File: src/rtl/tmr_pkg.sv
package tmr_pkg;
  localparam int unsigned ADDR_W = 3;

  typedef enum logic [ADDR_W-1:0] {
    A_CTRL = 3'd0, A_TRIG = 3'd1, A_IEN = 3'd2, A_STAT = 3'd3,
    A_EVT  = 3'd4, A_CNT  = 3'd5, A_PSC = 3'd6, A_RLD  = 3'd7
  } addr_e;

  typedef enum logic [2:0] {
    TRG_GEN = 3'd0, TRG_RUN = 3'd1, TRG_UPD = 3'd2
  } trig_e;

  typedef struct packed {
    logic reload_buf;
    logic single;
    logic flag_src;
    logic upd_off;
    logic run;
  } ctrl_t;

  localparam int unsigned CTRL_W = $bits(ctrl_t);
endpackage

File: src/rtl/tmr_prescaler.sv
module tmr_prescaler #(
  parameter int unsigned W = 16
) (
  input  logic         clk_i,
  input  logic         rst_ni,
  input  logic         clr_i,
  input  logic         run_i,
  input  logic [W-1:0] ratio_i,
  output logic         tick_o
);
  logic [W-1:0] div_q;

  assign tick_o = run_i && (div_q >= ratio_i);

  always_ff @(posedge clk_i or negedge rst_ni) begin
    if (!rst_ni)     div_q <= '0;
    else if (clr_i)  div_q <= '0;
    else if (run_i)  div_q <= tick_o ? '0 : div_q + 1'b1;
  end
endmodule

File: src/rtl/tmr_counter.sv
module tmr_counter #(
  parameter int unsigned W = 16
) (
  input  logic         clk_i,
  input  logic         rst_ni,
  input  logic         clr_i,
  input  logic         wr_i,
  input  logic [W-1:0] wdata_i,
  input  logic         step_i,
  input  logic [W-1:0] limit_i,
  output logic [W-1:0] cnt_o,
  output logic         wrap_o
);
  logic [W-1:0] cnt_q;

  assign cnt_o  = cnt_q;
  // clear and write take priority over a step, so they swallow the wrap
  assign wrap_o = step_i && !clr_i && !wr_i && (cnt_q == limit_i);

  always_ff @(posedge clk_i or negedge rst_ni) begin
    if (!rst_ni)      cnt_q <= '0;
    else if (clr_i)   cnt_q <= '0;
    else if (wr_i)    cnt_q <= wdata_i;
    else if (step_i)  cnt_q <= wrap_o ? '0 : cnt_q + 1'b1;
  end
endmodule

File: src/rtl/tmr_regs.sv
module tmr_regs
  import tmr_pkg::*;
#(
  parameter int unsigned W = 16
) (
  input  logic              clk_i,
  input  logic              rst_ni,
  input  logic              wr_en_i,
  input  logic [ADDR_W-1:0] addr_i,
  input  logic [W-1:0]      wdata_i,
  output logic [W-1:0]      rdata_o,
  input  logic              wrap_i,
  input  logic [W-1:0]      cnt_i,
  output ctrl_t             ctrl_o,
  output logic [W-1:0]      psc_act_o,
  output logic [W-1:0]      arr_act_o,
  output logic              ug_o,
  output logic              run_o,
  output logic              cnt_wr_o,
  output logic              flag_o,
  output logic              upd_o,
  output logic              dma_o,
  output logic              irq_o,
  output logic              trig_o
);
  ctrl_t        ctrl_q, ctrl_d;
  logic [2:0]   trig_sel_q;
  logic [1:0]   ien_q;
  logic         flag_q, ug_q, run_q, upd_q, dma_q;
  logic [W-1:0] psc_pre_q, psc_act_q, arr_pre_q, arr_act_q;
  logic         uev, flag_set;

  function automatic logic hit(input addr_e a);
    return wr_en_i && (addr_i == a);
  endfunction

  assign uev      = !ctrl_q.upd_off && (wrap_i || ug_q);
  assign flag_set = uev && (wrap_i || !ctrl_q.flag_src);

  always_comb begin
    ctrl_d = ctrl_q;
    if (hit(A_CTRL)) ctrl_d = ctrl_t'(wdata_i[CTRL_W-1:0]);
    if (uev && ctrl_q.single) ctrl_d.run = 1'b0;  // hardware stop beats software
  end

  always_ff @(posedge clk_i or negedge rst_ni) begin
    if (!rst_ni) begin
      ctrl_q     <= '0;
      trig_sel_q <= '0;
      ien_q      <= '0;
      flag_q     <= 1'b0;
      ug_q       <= 1'b0;
      run_q      <= 1'b0;
      upd_q      <= 1'b0;
      dma_q      <= 1'b0;
      psc_pre_q  <= '0;
      psc_act_q  <= '0;
      arr_pre_q  <= '1;
      arr_act_q  <= '1;
    end else begin
      ctrl_q <= ctrl_d;
      if (hit(A_TRIG)) trig_sel_q <= wdata_i[2:0];
      if (hit(A_IEN))  ien_q      <= wdata_i[1:0];
      if (flag_set)                        flag_q <= 1'b1;
      else if (hit(A_STAT) && !wdata_i[0]) flag_q <= 1'b0;
      ug_q  <= hit(A_EVT) && wdata_i[0];
      run_q <= ctrl_q.run;
      upd_q <= uev;
      dma_q <= flag_set && ien_q[1];
      if (hit(A_PSC)) psc_pre_q <= wdata_i;
      if (uev)        psc_act_q <= psc_pre_q;
      if (hit(A_RLD)) arr_pre_q <= wdata_i;
      if (hit(A_RLD) && !ctrl_q.reload_buf) arr_act_q <= wdata_i;
      else if (uev)                         arr_act_q <= arr_pre_q;
    end
  end

  always_comb begin
    rdata_o = '0;
    unique case (addr_e'(addr_i))
      A_CTRL: rdata_o = W'(ctrl_q);
      A_TRIG: rdata_o = W'(trig_sel_q);
      A_IEN:  rdata_o = W'(ien_q);
      A_STAT: rdata_o = W'(flag_q);
      A_EVT:  rdata_o = '0;
      A_CNT:  rdata_o = cnt_i;
      A_PSC:  rdata_o = psc_pre_q;
      A_RLD:  rdata_o = arr_pre_q;
      default: rdata_o = '0;
    endcase
  end

  always_comb begin
    unique case (trig_sel_q)
      TRG_GEN: trig_o = ug_q;
      TRG_RUN: trig_o = run_q;
      TRG_UPD: trig_o = upd_q;
      default: trig_o = 1'b0;
    endcase
  end

  assign ctrl_o    = ctrl_q;
  assign psc_act_o = psc_act_q;
  assign arr_act_o = arr_act_q;
  assign ug_o      = ug_q;
  assign run_o     = run_q;
  assign cnt_wr_o  = hit(A_CNT);
  assign flag_o    = flag_q;
  assign upd_o     = upd_q;
  assign dma_o     = dma_q;
  assign irq_o     = flag_q && ien_q[0];
endmodule

File: src/rtl/basic_timer.sv
module basic_timer
  import tmr_pkg::*;
#(
  parameter int unsigned W = 16
) (
  input  logic              clk_i,
  input  logic              rst_ni,
  input  logic              wr_en_i,
  input  logic [ADDR_W-1:0] addr_i,
  input  logic [W-1:0]      wdata_i,
  output logic [W-1:0]      rdata_o,
  input  logic              freeze_i,
  output logic              update_o,
  output logic              irq_o,
  output logic              dma_req_o,
  output logic              trig_o
);
  ctrl_t        ctrl_w;
  logic [W-1:0] psc_act, arr_act, cnt;
  logic         ug, run_q, cnt_wr, flag, wrap, tick, advance;

  assign advance = run_q && !freeze_i && (arr_act != '0);

  tmr_regs #(.W(W)) u_regs (
    .clk_i, .rst_ni, .wr_en_i, .addr_i, .wdata_i, .rdata_o,
    .wrap_i(wrap), .cnt_i(cnt), .ctrl_o(ctrl_w),
    .psc_act_o(psc_act), .arr_act_o(arr_act), .ug_o(ug), .run_o(run_q),
    .cnt_wr_o(cnt_wr), .flag_o(flag), .upd_o(update_o), .dma_o(dma_req_o),
    .irq_o, .trig_o
  );

  tmr_prescaler #(.W(W)) u_psc (
    .clk_i, .rst_ni, .clr_i(ug), .run_i(advance), .ratio_i(psc_act), .tick_o(tick)
  );

  tmr_counter #(.W(W)) u_cnt (
    .clk_i, .rst_ni, .clr_i(ug), .wr_i(cnt_wr), .wdata_i,
    .step_i(tick), .limit_i(arr_act), .cnt_o(cnt), .wrap_o(wrap)
  );
endmodule

File: config.mk
export PLATFORM = sky130hd
export DESIGN_NAME = basic_timer
export DESIGN_NICKNAME = d
export VERILOG_FILES = /design/src/rtl/tmr_pkg.sv /design/src/rtl/tmr_prescaler.sv /design/src/rtl/tmr_counter.sv /design/src/rtl/tmr_regs.sv /design/src/rtl/basic_timer.sv
export SDC_FILE = /design/constraint.sdc
export NUM_CORES = 1
export LEC_CHECK = 0
export BUFFER_PORTS_ARGS = -buffer_cell sky130_fd_sc_hd__buf_4
export CELL_PAD_IN_SITES_DETAIL_PLACEMENT = 0
export CELL_PAD_IN_SITES_GLOBAL_PLACEMENT = 1
export CORE_MARGIN = 5
export CORE_UTILIZATION = 45
export CTS_BUF_LIST = sky130_fd_sc_hd__clkbuf_4
export DETAILED_ROUTE_END_ITERATION = 8
export GPL_TIMING_DRIVEN = 0
export HOLD_SLACK_MARGIN = 0.08
export PLACE_DENSITY_LB_ADDON = 0.1
export SETUP_SLACK_MARGIN = 0.4
export SLEW_MARGIN = 5
export SYNTH_ARGS = -nofsm -noshare
export SYNTH_HDL_FRONTEND = slang
export SYNTH_SLANG_ARGS = --single-unit
File: constraint.sdc
create_clock -name clk_i -period 2.82 [get_ports clk_i]
set_input_delay 0.846 -clock clk_i [delete_from_list [all_inputs] [get_ports clk_i]]
set_output_delay 0.846 -clock clk_i [all_outputs]
set_load 0.05 [all_outputs]
# Word-level counts from Yosys, hierarchy flattened
# Cells that the tools add are included.
dict set report totals {
  reg_bits 111
  wordCells 85
  input_bits 23
  output_inout_bits 20
}
dict set report op_classes {
  eq_ne 10
  n_reduce_logical 39
  n_addsub 2
  n_mux 15
  n_lt_le_gt_ge 1
}
# operator count
set op_table {}
lappend op_table {{$mux 16} 9}
lappend op_table {{$pmux 16 s8} 1}
lappend op_table {{$add 16x1->16 const B} 2}
lappend op_table {{$logic_and 1x1->1} 22}
lappend op_table {{$eq 16x16->1} 1}
lappend op_table {{$ge 16x16->1} 1}
lappend op_table {{$reduce_bool 16->1} 1}
lappend op_table {{$eq 3x3->1 const B} 4}
lappend op_table {{$eq 3x2->1 const B} 3}
lappend op_table {{$reduce_bool 2->1} 4}
lappend op_table {{$logic_not 1->1} 7}
lappend op_table {{$eq 3x1->1 const B} 2}
lappend op_table {{$logic_not 3->1} 2}
lappend op_table {{$mux 1} 4}
lappend op_table {{$pmux 1 s3} 1}
lappend op_table {{$reduce_bool 3->1} 1}
lappend op_table {{$logic_or 1x1->1} 2}

# Longest topological paths before layout
dict set report logic_depth {
  ltp_word 11
  mapped_depth 9
  mapped_depth_nobuf 9
}

# Cells and area by module
# A second synthesis with hierarchy kept.
dict set report hier_totals {
  cells_unflattened 591
  hier_area_um2 6386.1
}
# module area_each_um2 n_inst cells_per_inst seq_area_each_um2
set by_module_without_submodules {}
lappend by_module_without_submodules {tmr_regs 3808.7 1 293 2016.9}
lappend by_module_without_submodules {tmr_prescaler 1296.2 1 151 400.4}
lappend by_module_without_submodules {tmr_counter 1222.4 1 141 400.4}
lappend by_module_without_submodules {basic_timer 58.8 1 6 0.0}

# Worst setup path after synthesis
# OpenSTA, ideal clock, no wires.
dict set report synth_path {
  kind {input to output}
  startpoint {in addr_i[1]}
  endpoint {out rdata_o[4]}
  n_path_buf 3
  setup_slack_ps -567
  t_required_ps 1974
  stages 5
  arrival_time_ps 2541
  path_cell_list {buf_2 clkbuf_1 clkbuf_1 mux2i_1 o22ai_1}
}
dict set report synth_between {
  elab_chain_len 2
  elab_cells_between_ends 9
  classes_between {eq/ne: 7; mux: 1; reduce/logical: 1}
}
# item line
set synth_rtl {}
lappend synth_rtl {{from (decl)} basic_timer.sv:9} ;# input logic [ADDR_W-1:0] addr_i,
lappend synth_rtl {{$eq 3x3->1, or another cell as far along} tmr_regs.sv:80} ;# unique case (addr_e'(addr_i))
lappend synth_rtl {{$pmux 16 s8 (*)} tmr_regs.sv:80}
lappend synth_rtl {{to (decl)} basic_timer.sv:11} ;# output logic [W-1:0] rdata_o,
# Mark *: on every way between the ends. The rest lies on a longest branch, timed or not.

# Final worst setup path
dict set report layout_path {
  startpoint {in addr_i[1]}
  endpoint {out rdata_o[0]}
}
# Same word-level chain as after synthesis.

==> summary.md <==
| Metric | Value |
|---|---|
| Result of the run | finished, violations left |
| Violations in the final reports | setup timing |
| Arrival time of data at the critical path endpoint | 1.99 ns |
| Cell Area, Synth | 6660 um2 |
| Largest area contributor in the synthesized netlist | dfrtp_1 |
| Reg2Reg Launch Point | u_cnt.cnt_o[3] |
| Buffers on Ports | 41 |
| Effective utilization at floorplan | 0.458 |
| Fraction of layout instances using a drive strength above 1 | 0.522 |
| Routability-driven placement congestion ratio | 0.890 |
| Die height | 132 um |
| TritonCTS clock tree | built |
| Mean post-synth cell area | 9.59 um2 |
| Routed wire length | 23.7 mm |
| CTS clk-pin slew, worst paths | 0.16 ns |
| Max H-tree Level | 3 |
| Number of top-level design ports | 43 |
| Top FF cell, synth | dfrtp_1 |
| Fin nets | 873 |
| R2R depth | 12 |
| Setup Viol. Count Final | 4 |
| Critical path required time | 1.97 ns |
| Yosys top cell area share | 0.297 |
| Register Area | 2820 um2 |
| Worst-case vdd ir drop | 424 uV |
| CTS Root Buffer Type | clkbuf_4 |
| Top-count cell post-synth | dfrtp_1 |
| CP delay by family, top | buffers and inverters |
| Critical path buffers and inverters | 6 |
| Vias | 6174 |
| Post-route minimum period | 2.84 ns |
| Power density normalized to cell area | 578 nW/um2 |
| Hold violation count in the final report | 0 |
| Number of distinct standard cells referenced by the synthesized netlist | 66 |
| Count of hold-fix buffers inserted at cts | 0 |
| Setup repair after global routing missed its margin | yes |
| Total core area | 14500 um2 |
| Non-filler cells, final | 1022 |
| Number of flip-flops and latches in the synthesized netlist | 111 |
| Row cnt | 44 |
| Number of inserted filler cells in the final layout | 1071 |
| Highest achievable clock rate | 352 MHz |
| Worst path max stage delay | 0.17 ns |
| Syn Inst Count | 694 |
| Number of nets with antenna violations after routing | 0 |
| Post-route fraction of the period consumed by the critical path | 1.01 |
| Slew at the pin with the worst max-slew slack | 1.01 ns |
| Number of enable-type register cells in the synthesized netlist | 0 |
| Most instantiated cells after synthesis | dfrtp_1, nor2_1, nor3_1 |
| Capture instance of the worst register-to-register path | u_regs.arr_act_o[7] |
| Startpoint type of the worst setup path | input pin |
| Largest net degree at the start of global routing | 60 |
| Global-route wire length before repair | 35.5 mm |
| Critical-path cell list | buf_12, buf_12, clkbuf_16, clkbuf_16, buf_8, a21oi_4, o21ai_1, nand2_2, buf_8 |
| Gr usage total | 0.260 |
| Hold WC Path Type | in -> async |
| Worst reg2reg setup slack | 0.12 ns |
| Leakage Power | 4.02 nW |
| Ranking of synthesized cells by area | dfrtp_1, dfstp_2, mux2_2, nor3_1, nor2_1 |
| Sink Count | 111 |
| Clk_lat worst skew | 0.51 ns |
| Clk_skew | 0.0247 ns |
| Slew Viols, Final | 0 |
| Final core utilization | 0.677 |
| Total congestion overflow after global routing | 0 |
| Worst slew margin relative to its limit | 0.319 |
| Routed len/inst | 23.2 um |
| Pre-CTS setup slack | -0.152 ns |
| Final worst slack | -0.0188 ns |
| Number of clock buffers inserted by TritonCTS | 9 |
| Endpoint kind of the worst setup timing path | output port |
| Via/cell ratio | 6.04 |
| Max FO, Critical Path | 6 |
| Area of the die | 17300 um2 |
| Area grow syn2layout | 47.7% |
| CP max stage cell | clkbuf_16 |
| Number of global-route vias before repair | 6134 |
| Residual DRC count | 0 |
| Length of the first detailed-routing pass in iterations | 5 |
| Synthesized net count | 735 |
| DP Cell Count | 920 |
| Number of buffers on the longest clock path | 2 |
| Max-Cap Viols | 0 |
| Combined area of the multi-input logic cells | 4690 um2 |
| Detailed Route Iter0 Violations | 500 |
| Yosys Warn Count | 0 |
| Worst Path Class, Setup | in -> out |
| Detailed placer's ending HPWL | 15.3 mm |
| Hold slack | 0.274 ns |
| Fraction of the yosys area taken by sequential cells | 0.423 |
| Initial antenna violation count | 1 |
| Die X | 132 um |
| FFs w/ async S/R, synth | 1.00 |
[metrics by stage]
stage / TNS, ns / power, mW / cell area [um2]
floorplan: 0 / 3.56 / 6950
global placement: -2.25 / 4.07 / 7490
detailed placement: -2.90 / 4.12 / 7520
CTS: -0.0347 / 5.32 / 8940
global route: -0.206 / 6.00 / 9840
finish: -0.0584 / 5.69 / 9840
[cells in the final DEF, fill, tap and decap left out, types with 14 or more instances in the layout]
master   Yosys  routed
a21oi_1     32      24
nor3_4       0      16
inv_1       26      24
dfrtp_1     79      77
buf_4        1      57
buf_6        1      45
xnor2_1     27      27
buf_8        0      18
a22oi_2      0      14
o21ai_0     24      15
mux2_4      14      24
dfstp_2     32      32
mux2_2      54      44
nor3_2       2      30
nor2_1      71      55
nand2_1     49      46
nor3_1      59      15
ha_1        18      14
[routing by layer]
metal	part of all wire	vias to the layer above	global-route usage
met5	0	-	0
met4	0.025	0	0.0800
met3	0.054	50	0.0531
met2	0.50	210	0.431
met1	0.42	3126	0.343
li1	-	2788	-
[worst register-to-register path, delay by kind of cell (launching register included)]
kind            cells  cell delay [ns]
buf+inv             6             0.79
compound gates      1             0.34
xor+xnor            1             0.27
flops               1             0.43
simple gates        4             0.81
[flip-flops by register name (all words and copies together) (netlist names)]
name	count
u_regs.ctrl_o	5
u_regs.psc_act_o	16
u_regs.flag_o	1
u_regs.arr_pre_q	16
u_regs.run_o	1
u_regs.dma_o	1
u_regs.ien_q	2
u_regs.arr_act_o	16
u_regs.upd_o	1
u_regs.ug_o	1
u_psc.div_q	16
u_regs.trig_sel_q	3
u_regs.psc_pre_q	16
u_cnt.cnt_o	16
[kinds of logic (layout without fill, tap and decap cells)]
family	after synthesis	count (layout)	share of synthesized area
compound gates	132	133	0.137
flops	111	111	0.423
fa+ha+maj	18	18	0.0338
buf+inv	71	213	0.0447
mux	74	74	0.132
other cells	0	1	0
xor+xnor	34	34	0.0447
simple gates	254	254	0.185
[worst max path at each step]
| stage | from | to | slack (ns) | depth (start not counted) |
|---|---|---|---|---|
| global route | addr_i[1] | rdata_o[1] | -0.07 | 9 |
| floorplan | addr_i[1] | rdata_o[4] | 0.16 | 5 |
| detailed placement | addr_i[0] | rdata_o[2] | -0.15 | 8 |
| CTS | addr_i[1] | rdata_o[0] | -0.02 | 9 |
| finish | addr_i[1] | rdata_o[0] | -0.02 | 9 |
| global placement | addr_i[0] | rdata_o[2] | -0.14 | 8 |
[timing repair]
item | in CTS | in global routing
endpoints found under the setup margin | 80 | 81
resized for setup | 186 | 128
pin swaps | 68 | 55
gates cloned | 11 | 1
setup buffers | 42 | 31
[final cells by class]
type	count	share of cell area
sequential	111	0.287
buffer	44	0.0463
inverter	27	0.0116
clock inverter	6	0.00700
tap	184	0.0234
multi-input combinational	513	0.477
clock buffer	10	0.00763
timing repair buffer	126	0.140
antenna	1	0.000254
[power breakdown]
group | switching (mW) | leakage (nW) | total (mW) | internal (mW)
sequential | 0.469 | 1.34 | 2.46 | 1.99
clock | 0.576 | 0.0790 | 0.864 | 0.288
combinational | 1.20 | 2.60 | 2.36 | 1.16
total | 2.25 | 4.02 | 5.69 | 3.44
No activity file was read; power rests on OpenSTA's default activity.
